$ cat src/rtl/pcs_pkg.sv
// Shared types for the program counter and return stack.
// Assumes: 3-bit kind and condition codes as described in the brief.
package pcs_pkg;
    typedef enum logic [2:0] {
        BR_SEQ  = 3'b000,
        BR_JUMP = 3'b001,
        BR_CALL = 3'b010,
        BR_RET  = 3'b011,
        BR_RETI = 3'b100
    } br_kind_e;

    localparam logic [2:0] CC_ZSET = 3'b100;
    localparam logic [2:0] CC_ZCLR = 3'b101;
    localparam logic [2:0] CC_CSET = 3'b110;
    localparam logic [2:0] CC_CCLR = 3'b111;
endpackage

$ cat src/rtl/pcs_cond_eval.sv
// Evaluates a branch condition code against the ZERO and CARRY flags.
// Assumes: any code other than the four flag tests means "always".
module pcs_cond_eval
    import pcs_pkg::*;
(
    input  logic [2:0] cond_i,
    input  logic       zero_i,
    input  logic       carry_i,
    output logic       pass_o
);
    // Decode the condition into a single pass bit.
    always_comb begin
        case (cond_i)
            CC_ZSET: pass_o = zero_i;
            CC_ZCLR: pass_o = ~zero_i;
            CC_CSET: pass_o = carry_i;
            CC_CCLR: pass_o = ~carry_i;
            default: pass_o = 1'b1;
        endcase
    end
endmodule

$ cat src/rtl/pcs_ret_stack.sv
// Ring of DEPTH return addresses with a hidden top pointer.
// Push writes the slot after the top; pop reads the top and steps back.
// Assumes: push and pop are never asserted together. Overflow overwrites,
// underflow wraps, neither is reported.
module pcs_ret_stack #(
    parameter int DEPTH = 31,
    parameter int AW    = 10
) (
    input  logic          clk,
    input  logic          rst_n,
    input  logic          push_i,
    input  logic          pop_i,
    input  logic [AW-1:0] push_addr_i,
    output logic [AW-1:0] top_addr_o
);
    localparam int PW = (DEPTH > 1) ? $clog2(DEPTH) : 1;
    localparam logic [PW-1:0] LAST = PW'(DEPTH - 1);

    logic [PW-1:0] top_q;
    logic [PW-1:0] nxt_slot;
    logic [PW-1:0] prv_slot;
    logic [AW-1:0] slot_q [DEPTH];

    assign nxt_slot   = (top_q == LAST) ? '0 : top_q + 1'b1;
    assign prv_slot   = (top_q == '0) ? LAST : top_q - 1'b1;
    assign top_addr_o = slot_q[top_q];

    // Move the top pointer around the ring on push or pop.
    always_ff @(posedge clk) begin
        if (!rst_n)      top_q <= '0;
        else if (push_i) top_q <= nxt_slot;
        else if (pop_i)  top_q <= prv_slot;
    end

    for (genvar g = 0; g < DEPTH; g++) begin : g_slot
        // Hold one return address; written when a push lands on this slot.
        always_ff @(posedge clk) begin
            if (!rst_n)                                slot_q[g] <= '0;
            else if (push_i && nxt_slot == PW'(g))     slot_q[g] <= push_addr_i;
        end
    end
endmodule

$ cat src/rtl/pcs_flag_unit.sv
// Holds ZERO, CARRY, interrupt-enable and the flag pair saved on interrupt.
// Assumes: the strobes arrive already qualified by step and priority.
module pcs_flag_unit (
    input  logic clk,
    input  logic rst_n,
    input  logic irq_take_i,
    input  logic reti_i,
    input  logic reti_ie_i,
    input  logic flag_we_i,
    input  logic zero_i,
    input  logic carry_i,
    input  logic ie_we_i,
    input  logic ie_val_i,
    output logic zero_o,
    output logic carry_o,
    output logic ie_o
);
    logic sv_zero_q;
    logic sv_carry_q;

    // Update the live flags from the ALU or restore them on interrupt return.
    always_ff @(posedge clk) begin
        if (!rst_n) begin
            zero_o  <= 1'b0;
            carry_o <= 1'b0;
        end else if (reti_i) begin
            zero_o  <= sv_zero_q;
            carry_o <= sv_carry_q;
        end else if (flag_we_i) begin
            zero_o  <= zero_i;
            carry_o <= carry_i;
        end
    end

    // Capture the live flags when an interrupt is accepted.
    always_ff @(posedge clk) begin
        if (!rst_n) begin
            sv_zero_q  <= 1'b0;
            sv_carry_q <= 1'b0;
        end else if (irq_take_i) begin
            sv_zero_q  <= zero_o;
            sv_carry_q <= carry_o;
        end
    end

    // Track interrupt-enable: cleared on accept, set by return or write.
    always_ff @(posedge clk) begin
        if (!rst_n)          ie_o <= 1'b0;
        else if (irq_take_i) ie_o <= 1'b0;
        else if (reti_i)     ie_o <= reti_ie_i;
        else if (ie_we_i)    ie_o <= ie_val_i;
    end
endmodule

$ cat src/rtl/pc_retstack.sv
// Program counter with conditional flow control and a cyclic return stack.
// Assumes: step_i marks the cycle an instruction at pc_o completes; an
// accepted interrupt preempts that instruction entirely.
module pc_retstack
    import pcs_pkg::*;
#(
    parameter int PC_W      = 10,
    parameter int STK_DEPTH = 31
) (
    input  logic            clk,
    input  logic            rst_n,
    input  logic            step_i,
    input  logic [2:0]      br_kind_i,
    input  logic [2:0]      cond_i,
    input  logic [PC_W-1:0] target_i,
    input  logic            irq_i,
    input  logic            reti_ie_i,
    input  logic            flag_we_i,
    input  logic            zero_i,
    input  logic            carry_i,
    input  logic            ie_we_i,
    input  logic            ie_val_i,
    output logic [PC_W-1:0] pc_o,
    output logic            zero_o,
    output logic            carry_o,
    output logic            ie_o
);
    localparam logic [PC_W-1:0] VECTOR = '1;

    br_kind_e        kind;
    logic            cond_ok;
    logic            irq_take;
    logic            norm;
    logic            do_jump, do_call, do_ret, do_reti;
    logic [PC_W-1:0] pc_inc;
    logic [PC_W-1:0] stk_top;
    logic [PC_W-1:0] pc_nxt;

    assign kind     = br_kind_e'(br_kind_i);
    assign pc_inc   = pc_o + 1'b1;
    assign irq_take = step_i & irq_i & ie_o;
    assign norm     = step_i & ~irq_take;
    assign do_jump  = norm & (kind == BR_JUMP) & cond_ok;
    assign do_call  = norm & (kind == BR_CALL) & cond_ok;
    assign do_ret   = norm & (kind == BR_RET)  & cond_ok;
    assign do_reti  = norm & (kind == BR_RETI);

    pcs_cond_eval u_cond (
        .cond_i  (cond_i),
        .zero_i  (zero_o),
        .carry_i (carry_o),
        .pass_o  (cond_ok)
    );

    pcs_ret_stack #(.DEPTH(STK_DEPTH), .AW(PC_W)) u_stack (
        .clk         (clk),
        .rst_n       (rst_n),
        .push_i      (irq_take | do_call),
        .pop_i       (do_ret | do_reti),
        .push_addr_i (irq_take ? pc_o : pc_inc),
        .top_addr_o  (stk_top)
    );

    pcs_flag_unit u_flags (
        .clk        (clk),
        .rst_n      (rst_n),
        .irq_take_i (irq_take),
        .reti_i     (do_reti),
        .reti_ie_i  (reti_ie_i),
        .flag_we_i  (norm & ~do_reti & flag_we_i),
        .zero_i     (zero_i),
        .carry_i    (carry_i),
        .ie_we_i    (norm & ~do_reti & ie_we_i),
        .ie_val_i   (ie_val_i),
        .zero_o     (zero_o),
        .carry_o    (carry_o),
        .ie_o       (ie_o)
    );

    // Select the next address: vector, target, popped address or increment.
    always_comb begin
        if (irq_take)                 pc_nxt = VECTOR;
        else if (do_jump || do_call)  pc_nxt = target_i;
        else if (do_ret || do_reti)   pc_nxt = stk_top;
        else                          pc_nxt = pc_inc;
    end

    // Hold the counter; advance it only on a step.
    always_ff @(posedge clk) begin
        if (!rst_n)      pc_o <= '0;
        else if (step_i) pc_o <= pc_nxt;
    end
endmodule

$ cat config.mk
export PLATFORM = sky130hd
export DESIGN_NAME = pc_retstack
export DESIGN_NICKNAME = d
export VERILOG_FILES = /design/src/rtl/pcs_pkg.sv /design/src/rtl/pcs_cond_eval.sv /design/src/rtl/pcs_ret_stack.sv /design/src/rtl/pcs_flag_unit.sv /design/src/rtl/pc_retstack.sv
export SDC_FILE = /design/constraint.sdc
export NUM_CORES = 1
export LEC_CHECK = 0
export BUFFER_PORTS_ARGS = -buffer_cell sky130_fd_sc_hd__buf_2
export CAP_MARGIN = 20
export CORE_MARGIN = 4
export CORE_UTILIZATION = 50
export CTS_CLUSTER_DIAMETER = 50
export DETAILED_ROUTE_END_ITERATION = 12
export PLACE_DENSITY = 0.67
export SLEW_MARGIN = 20
export SYNTH_ARGS = -nofsm -noshare
export SYNTH_HDL_FRONTEND = slang
export SYNTH_SLANG_ARGS = --single-unit
$ cat constraint.sdc
create_clock -name clk -period 4.5 [get_ports clk]
set_input_delay 0.225 -clock clk [delete_from_list [all_inputs] [get_ports clk]]
set_output_delay 0.225 -clock clk [all_outputs]
set_load 0.005 [all_outputs]
==> impl_metrics.json, run 1 <==
{
  "stdcell_area_mm2": 0.0175,
  "synth_area_mm2": 0.0156,
  "layout_min_cycle_time_ns": 3.09,
  "cap_violations": 0,
  "grt_max_degree": 46,
  "ant_nets": 0,
  "gp_congestion": 0.878,
  "fin_util": 0.569,
  "h-tree-depth": 2,
  "critPathKind": "flop to flop",
  "p_total_mw": 7.26,
  "wl_mm": 41.0,
  "vias": 10200,
  "core_area_mm2": 0.0307,
  "top_level_ports": 39,
  "cts_tree": "done",
  "arrival_ns": 3.46,
  "cts_root_buffer": "clkbuf_16",
  "diodes": 0,
  "drv_slew": 0,
  "final_hold_viol_count": 0,
  "crit_end": "pc_o[2]",
  "ff2ff_setup_slack_ns": 1.41,
  "worst_slack_ns": 1.41,
  "required_ns": 4.88,
  "final_cell_mix": "nor2_1 (330), edfxtp_1 (310), mux2i_1 (61), o21ai_0 (61), nand2_1 (56)",
  "cts_resized": 0,
  "die_height_um": 185,
  "tns_ns": 0,
  "synth_flop_cell": "edfxtp_1",
  "period_share": 0.686,
  "die_area_mm2": 0.0342,
  "ys_seq_area_frac": 0.628,
  "die_w_um": 185,
  "ys_ff_latch": 335,
  "grt_pass1_vias": 10200,
  "max_freq_ghz": 0.324,
  "fin_worst_skew_ns": 0.0189,
  "cp_top_family": "compound AO/OA/AOI/OAI gates",
  "drt_iter0_markers": 1221,
  "grt.total_usage": 0.246,
  "n_fill_cell": 2494,
  "yosysWarningCount": 0,
  "rr_endpoint": "pc_o[2]",
  "min_path_type": "input pin to flop",
  "endpoint_kind": "flop",
  "power_density_mw_per_mm2": 414,
  "io_buffer_count": 38,
  "cp.buffers_inverters": 1,
  "std_cell_rows": 64,
  "synth_edf_count": 310,
  "rsz0062_at_grt": "no",
  "slowest_delay_ns": 0.85,
  "syn_to_final_growth_pct": 12.0,
  "clock_latency_ns": 0.52,
  "p_leak_nw": 5.93,
  "antenna_found_initial": 1,
  "grt_first_pass_wirelength_mm": 63.0,
  "wl_per_cell_um": 24.6,
  "syn_nets": 1244,
  "postSynthCellCount": 1212,
  "drcViolationCount": 0,
  "drive_gt1_frac": 0.191,
  "final_common_cell": "nor2_1",
  "async_reset_ff_frac": 0,
  "placed_area_mm2": 0.0164,
  "grt_overflow": 0,
  "cp.depth": 6,
  "crit_fanout": 40,
  "tightest_slew_ns": 1.08,
  "cp_slowest_cell": "dfxtp_4",
  "cts_sinks": 335,
  "start_kind": "flop",
  "setup_viol": 0,
  "dp_hpwl_mm": 26.1,
  "peakVddDrop_mv": 0.285,
  "nets": 1279,
  "cp_cell_sequence": "clkinv_1 -> and2_1 -> a211oi_1 -> a21oi_1 -> a222oi_1 -> o21ai_1",
  "first_pass_iters": 6,
  "yosysUniqueCellTypes": 62,
  "clk_transition_reported_paths_ns": 0.06,
  "avgSynthCellArea_um2": 12.9,
  "status": "completed",
  "slew_headroom": 0.279,
  "clk_path_buf_depth": 3,
  "ff2ff_path_depth": 6,
  "cts-buffers-inserted": 36,
  "vias_per_cell": 6.15,
  "start_util": 0.508,
  "post-place-ws_ns": 1.44
}
==> routing by layer <==
| metal | wire length [um] | vias to the layer above | share of wire | track usage |
|---|---|---|---|---|
| li1 | - | 4531 | - | - |
| met1 | 16500 | 5150 | 0.40 | 0.349 |
| met2 | 19600 | 500 | 0.48 | 0.393 |
| met3 | 3870 | 63 | 0.094 | 0.0503 |
| met4 | 976 | 2 | 0.024 | 0.0652 |
| met5 | 19 | - | 0.00046 | 0 |
==> repair_timing <==
item                      CTS  global route
buffers inserted            0             0
hold endpoints to repair    1             0
hold buffers                1             0
==> report_power, final <==
| group | total [mW] | internal (mW) | switching [mW] | leakage [nW] |
|---|---|---|---|---|
| Clock | 2.82 | 1.65 | 1.17 | 0.542 |
| Sequential | 3.62 | 3.51 | 0.113 | 3.41 |
| Combinational | 0.819 | 0.285 | 0.534 | 1.98 |
| Total | 7.26 | 5.44 | 1.81 | 5.93 |
==> layout make-up <==
class	count	area [um^2]	share of cell area
clock buffers	46	980	0.0560
clock inverters	16	129	0.00736
inverters	4	15.0	0.000858
multi-input cells	784	5490	0.313
flip-flops and latches	335	9820	0.561
well taps	396	495	0.0283
repair buffers	86	586	0.0334
==> logic make-up (layout without fill, tap and decap cells) <==
logic type                 Yosys count  after routing  synth area share
buffers and inverters               93            152            0.0312
DFF                                335            335             0.628
adders and majority gates            6              6           0.00480
AOI/OAI and AO/OA                  154            154            0.0625
and+or+nand+nor                    482            482             0.140
muxes                              122            122             0.123
xor gates and xnor gates            20             20            0.0112
==> tightest hold or removal path, stage by stage <==
cell and delay [ns]:
buf_2 0.08, a221oi_1 0.07, a21oi_1 0.13
==> sequential cells by signal (all words and copies together) (netlist names), named ones only <==
name / cells
u_stack.slot_q: 310
u_flags.carry_o: 1
u_flags.sv_zero_q: 1
u_flags.zero_o: 1
u_flags.ie_o: 1
pc_o: 10
u_stack.top_q: 5
u_flags.sv_carry_q: 1
==> metrics by stage <==
step	std cells	hold WS [ns]
2_1_floorplan	1212	0.401
3_3_place_gp	1603	0.447
3_5_place_dp	1603	0.457
4_1_cts	1666	0.0333
5_1_grt	1667	0.0642
6_report	1667	0.0368
==> worst min-delay path by stage <==
stage,cells after the start,to,from,slack [ns]
after floorplan,2,pc_o[6],target_i[6],0.40
after global placement,2,u_flags.sv_zero_q,u_flags.sv_zero_q,0.45
after detailed placement,2,u_flags.sv_zero_q,u_flags.sv_zero_q,0.46
after CTS,3,u_flags.ie_o,reti_ie_i,0.03
after global routing,3,pc_o[0],target_i[0],0.06
final,3,pc_o[9],target_i[9],0.04
==> Yosys cell counts, types with 7 or more instances <==
master | count | area [um^2]
a21oi_1 | 21 | 105
o211ai_1 | 12 | 90.1
nor3_1 | 8 | 40.0
nor2b_1 | 8 | 50.1
xor2_1 | 10 | 87.6
nor2_1 | 330 | 1240
dfxtp_1 | 25 | 500
o21ai_0 | 62 | 310
a22oi_1 | 19 | 143
nand3_2 | 14 | 140
a211oi_1 | 8 | 60.1
buf_2 | 23 | 115
edfxtp_1 | 310 | 9310
nand3_4 | 9 | 158
buf_6 | 7 | 78.8
nand3_1 | 26 | 130
mux4_2 | 55 | 1240
buf_4 | 11 | 82.6
clkbuf_1 | 42 | 158
nand2_1 | 56 | 210
xnor2_1 | 10 | 87.6
mux2i_1 | 62 | 621
No activity file was read; power rests on OpenSTA's default activity.
==> inputs of run 2 (changes only) <==
- clock period: 4.5 -> 2.91 ns (I/O delays scaled with it)
==> run 2 against run 1 <==
  * Clock skew decreased by 0.0081 ns
  * Global-route usage increased by 0.27 points
  * Critical path depth increased by 2
  * Clock power increased by 67%
  * Cell area increased by 2.9%
  * Power increased by 61%
  * Maximum frequency increased by 12%
  * Non-clock buffer count increased by 46
  * Hold slack got worse by 0.014 ns
  * Sequential power increased by 54%
  * Critical endpoint is now u_stack.slot_q[19][9]
  * Largest power group unchanged
==> impl_metrics.json, run 2 (synthesis gave the netlist of run 1 again) <==
{
  "cts_sinks": 335,
  "rr_endpoint": "u_stack.slot_q[19][9]",
  "cp.depth": 8,
  "post_cts_buffers": 0,
  "die_height_um": 185,
  "diodes": 0,
  "p_switching_mw": 2.94,
  "die_area_mm2": 0.0342,
  "endpoint_kind": "flop",
  "fin_util": 0.586,
  "vias": 10500,
  "slowest_delay_ns": 0.65,
  "first_pass_iters": 6,
  "grt_overflow": 0,
  "cts-buffers-inserted": 38,
  "wl_mm": 41.6,
  "die_w_um": 185,
  "layout_min_cycle_time_ns": 2.76,
  "top_level_ports": 39,
  "p_total_mw": 11.7,
  "slew_headroom": 0.495,
  "drv_slew": 0,
  "vias_per_cell": 6.08,
  "gp_congestion": 0.873,
  "cts_root_buffer": "clkbuf_16",
  "switching_share": 0.252,
  "start_util": 0.508,
  "std_cell_rows": 64,
  "grt.total_usage": 0.248,
  "fin_worst_skew_ns": 0.0108,
  "cp_slowest_cell": "nor3_2",
  "h-tree-depth": 2,
  "pwr-share-seq": 0.478,
  "drt_iter0_markers": 1196,
  "crit_end": "u_stack.slot_q[19][9]",
  "p_comb_frac": 0.119,
  "nets": 1327,
  "cp_cell_sequence": "inv_1 -> ha_1 -> nand3_1 -> a21o_1 -> nor3_2 -> nand2_1 -> o21ai_0 -> buf_4",
  "max_freq_ghz": 0.362,
  "p_leak_nw": 6.21,
  "cts_tree": "done",
  "cap_violations": 0,
  "dp_hpwl_mm": 27.8,
  "antenna_found_initial": 0,
  "grt_max_degree": 33,
  "p_clk_frac": 0.402,
  "clock_latency_ns": 0.53,
  "arrival_ns": 2.99,
  "grt_first_pass_wirelength_mm": 63.4,
  "period_share": 0.949,
  "critPathKind": "flop to flop",
  "regArea_mm2": 0.00982,
  "core_area_mm2": 0.0307,
  "ant_nets": 0,
  "peakVddDrop_mv": 0.467,
  "cp_top_family": "simple AND/OR/NAND/NOR gates",
  "syn_to_final_growth_pct": 15.3,
  "tightest_slew_ns": 0.754,
  "start_kind": "flop",
  "crit_fanout": 10,
  "clk_path_buf_depth": 3,
  "top_register": "u_stack.slot_q",
  "required_ns": 3.14,
  "drcViolationCount": 0,
  "status": "completed",
  "drive_gt1_frac": 0.217,
  "intPower_mw": 8.73,
  "multi_input_area_mm2": 0.00548,
  "final_common_cell": "nor2_1",
  "setup_viol": 0,
  "biggestRegsByFlops": "u_stack.slot_q: 310 flops, pc_o: 10 flops, u_stack.top_q: 5 flops",
  "min_path_type": "input pin to flop",
  "wl_per_cell_um": 24.2,
  "power_density_mw_per_mm2": 647,
  "io_buffer_count": 38,
  "final_hold_viol_count": 0,
  "clk_transition_reported_paths_ns": 0.06,
  "rsz0062_at_grt": "yes",
  "r2r_start": "u_stack.top_q[0]",
  "crit_start": "u_stack.top_q[0]",
  "final_cell_mix": "nor2_1 (330), edfxtp_1 (310), buf_4 (80), mux2i_1 (61), nand2_1 (56)",
  "ff2ff_path_depth": 8,
  "n_fill_cell": 2494,
  "largest_reg_flops": 310,
  "ff2ff_setup_slack_ns": 0.15,
  "grt_pass1_vias": 10300,
  "cp.buffers_inverters": 2
}
## run 2: cell count changes in the layout (fill, tap and decap cells not counted), sizes merged
cell	before	now
inv	3	6
buf	85	124
dlygate4sd3	1	8
clkbuf	46	49
bufinv	2	4
clkinv	14	13
## run 2: through the flow
stage	area, um^2	hold slack [ns]	cells	setup TNS (ns)	setup WS [ns]
floorplan	15600	0.322	1212	0	0.148
global placement	16700	0.432	1643	0	0.266
detailed placement	16700	0.460	1643	0	0.198
CTS	18000	0.0125	1720	0	0.181
global route	18000	0.0420	1720	-0.449	-0.0251
finish	18000	0.0224	1720	0	0.149
## run 2: routing by layer
metal,part of all wire,up-vias,global-route usage
met4,0.027,0,0.0716
met2,0.48,545,0.405
met3,0.090,81,0.0450
met1,0.40,5187,0.348
li1,-,4644,-
met5,0,-,0
## run 2: cell type report
class	count	area share
clock buffer	49	0.0551
timing repair buffer	132	0.0550
multi-input combinational	784	0.304
tap	396	0.0275
sequential	335	0.545
clock inverter	20	0.0126
inverter	4	0.000833
## run 2: timing repair
action | 4_1_cts | 5_1_grt
hold buffers | 8 | 0
hold endpoints to repair | 7 | 0
endpoints found under the setup margin | 0 | 38
resized for setup | 0 | 2
## run 2: power by group through the flow
stage	Clock (mW)	Sequential, mW	Combinational (mW)
after floorplan	0	5.58	0.863
after global placement	0	5.67	1.35
after detailed placement	0	5.68	1.36
after CTS	4.75	5.58	1.38
after global routing	4.96	5.60	1.48
final	4.70	5.58	1.39
## run 2: how the worst min path moves through the flow
stage / from / endpoint / slack [ns] / depth (start not counted)
6_report: target_i[1] / pc_o[1] / 0.02 / 4
5_1_grt: target_i[1] / pc_o[1] / 0.04 / 4
4_1_cts: target_i[1] / pc_o[1] / 0.01 / 4
3_5_place_dp: reti_ie_i / u_flags.ie_o / 0.46 / 3
3_3_place_gp: target_i[6] / pc_o[6] / 0.43 / 3
2_1_floorplan: target_i[6] / pc_o[6] / 0.32 / 2
## run 2: worst min-delay path: stages
cell,delay (ns)
buf_2,0.09
a21oi_1,0.06
o32a_1,0.16
nand2_1,0.05
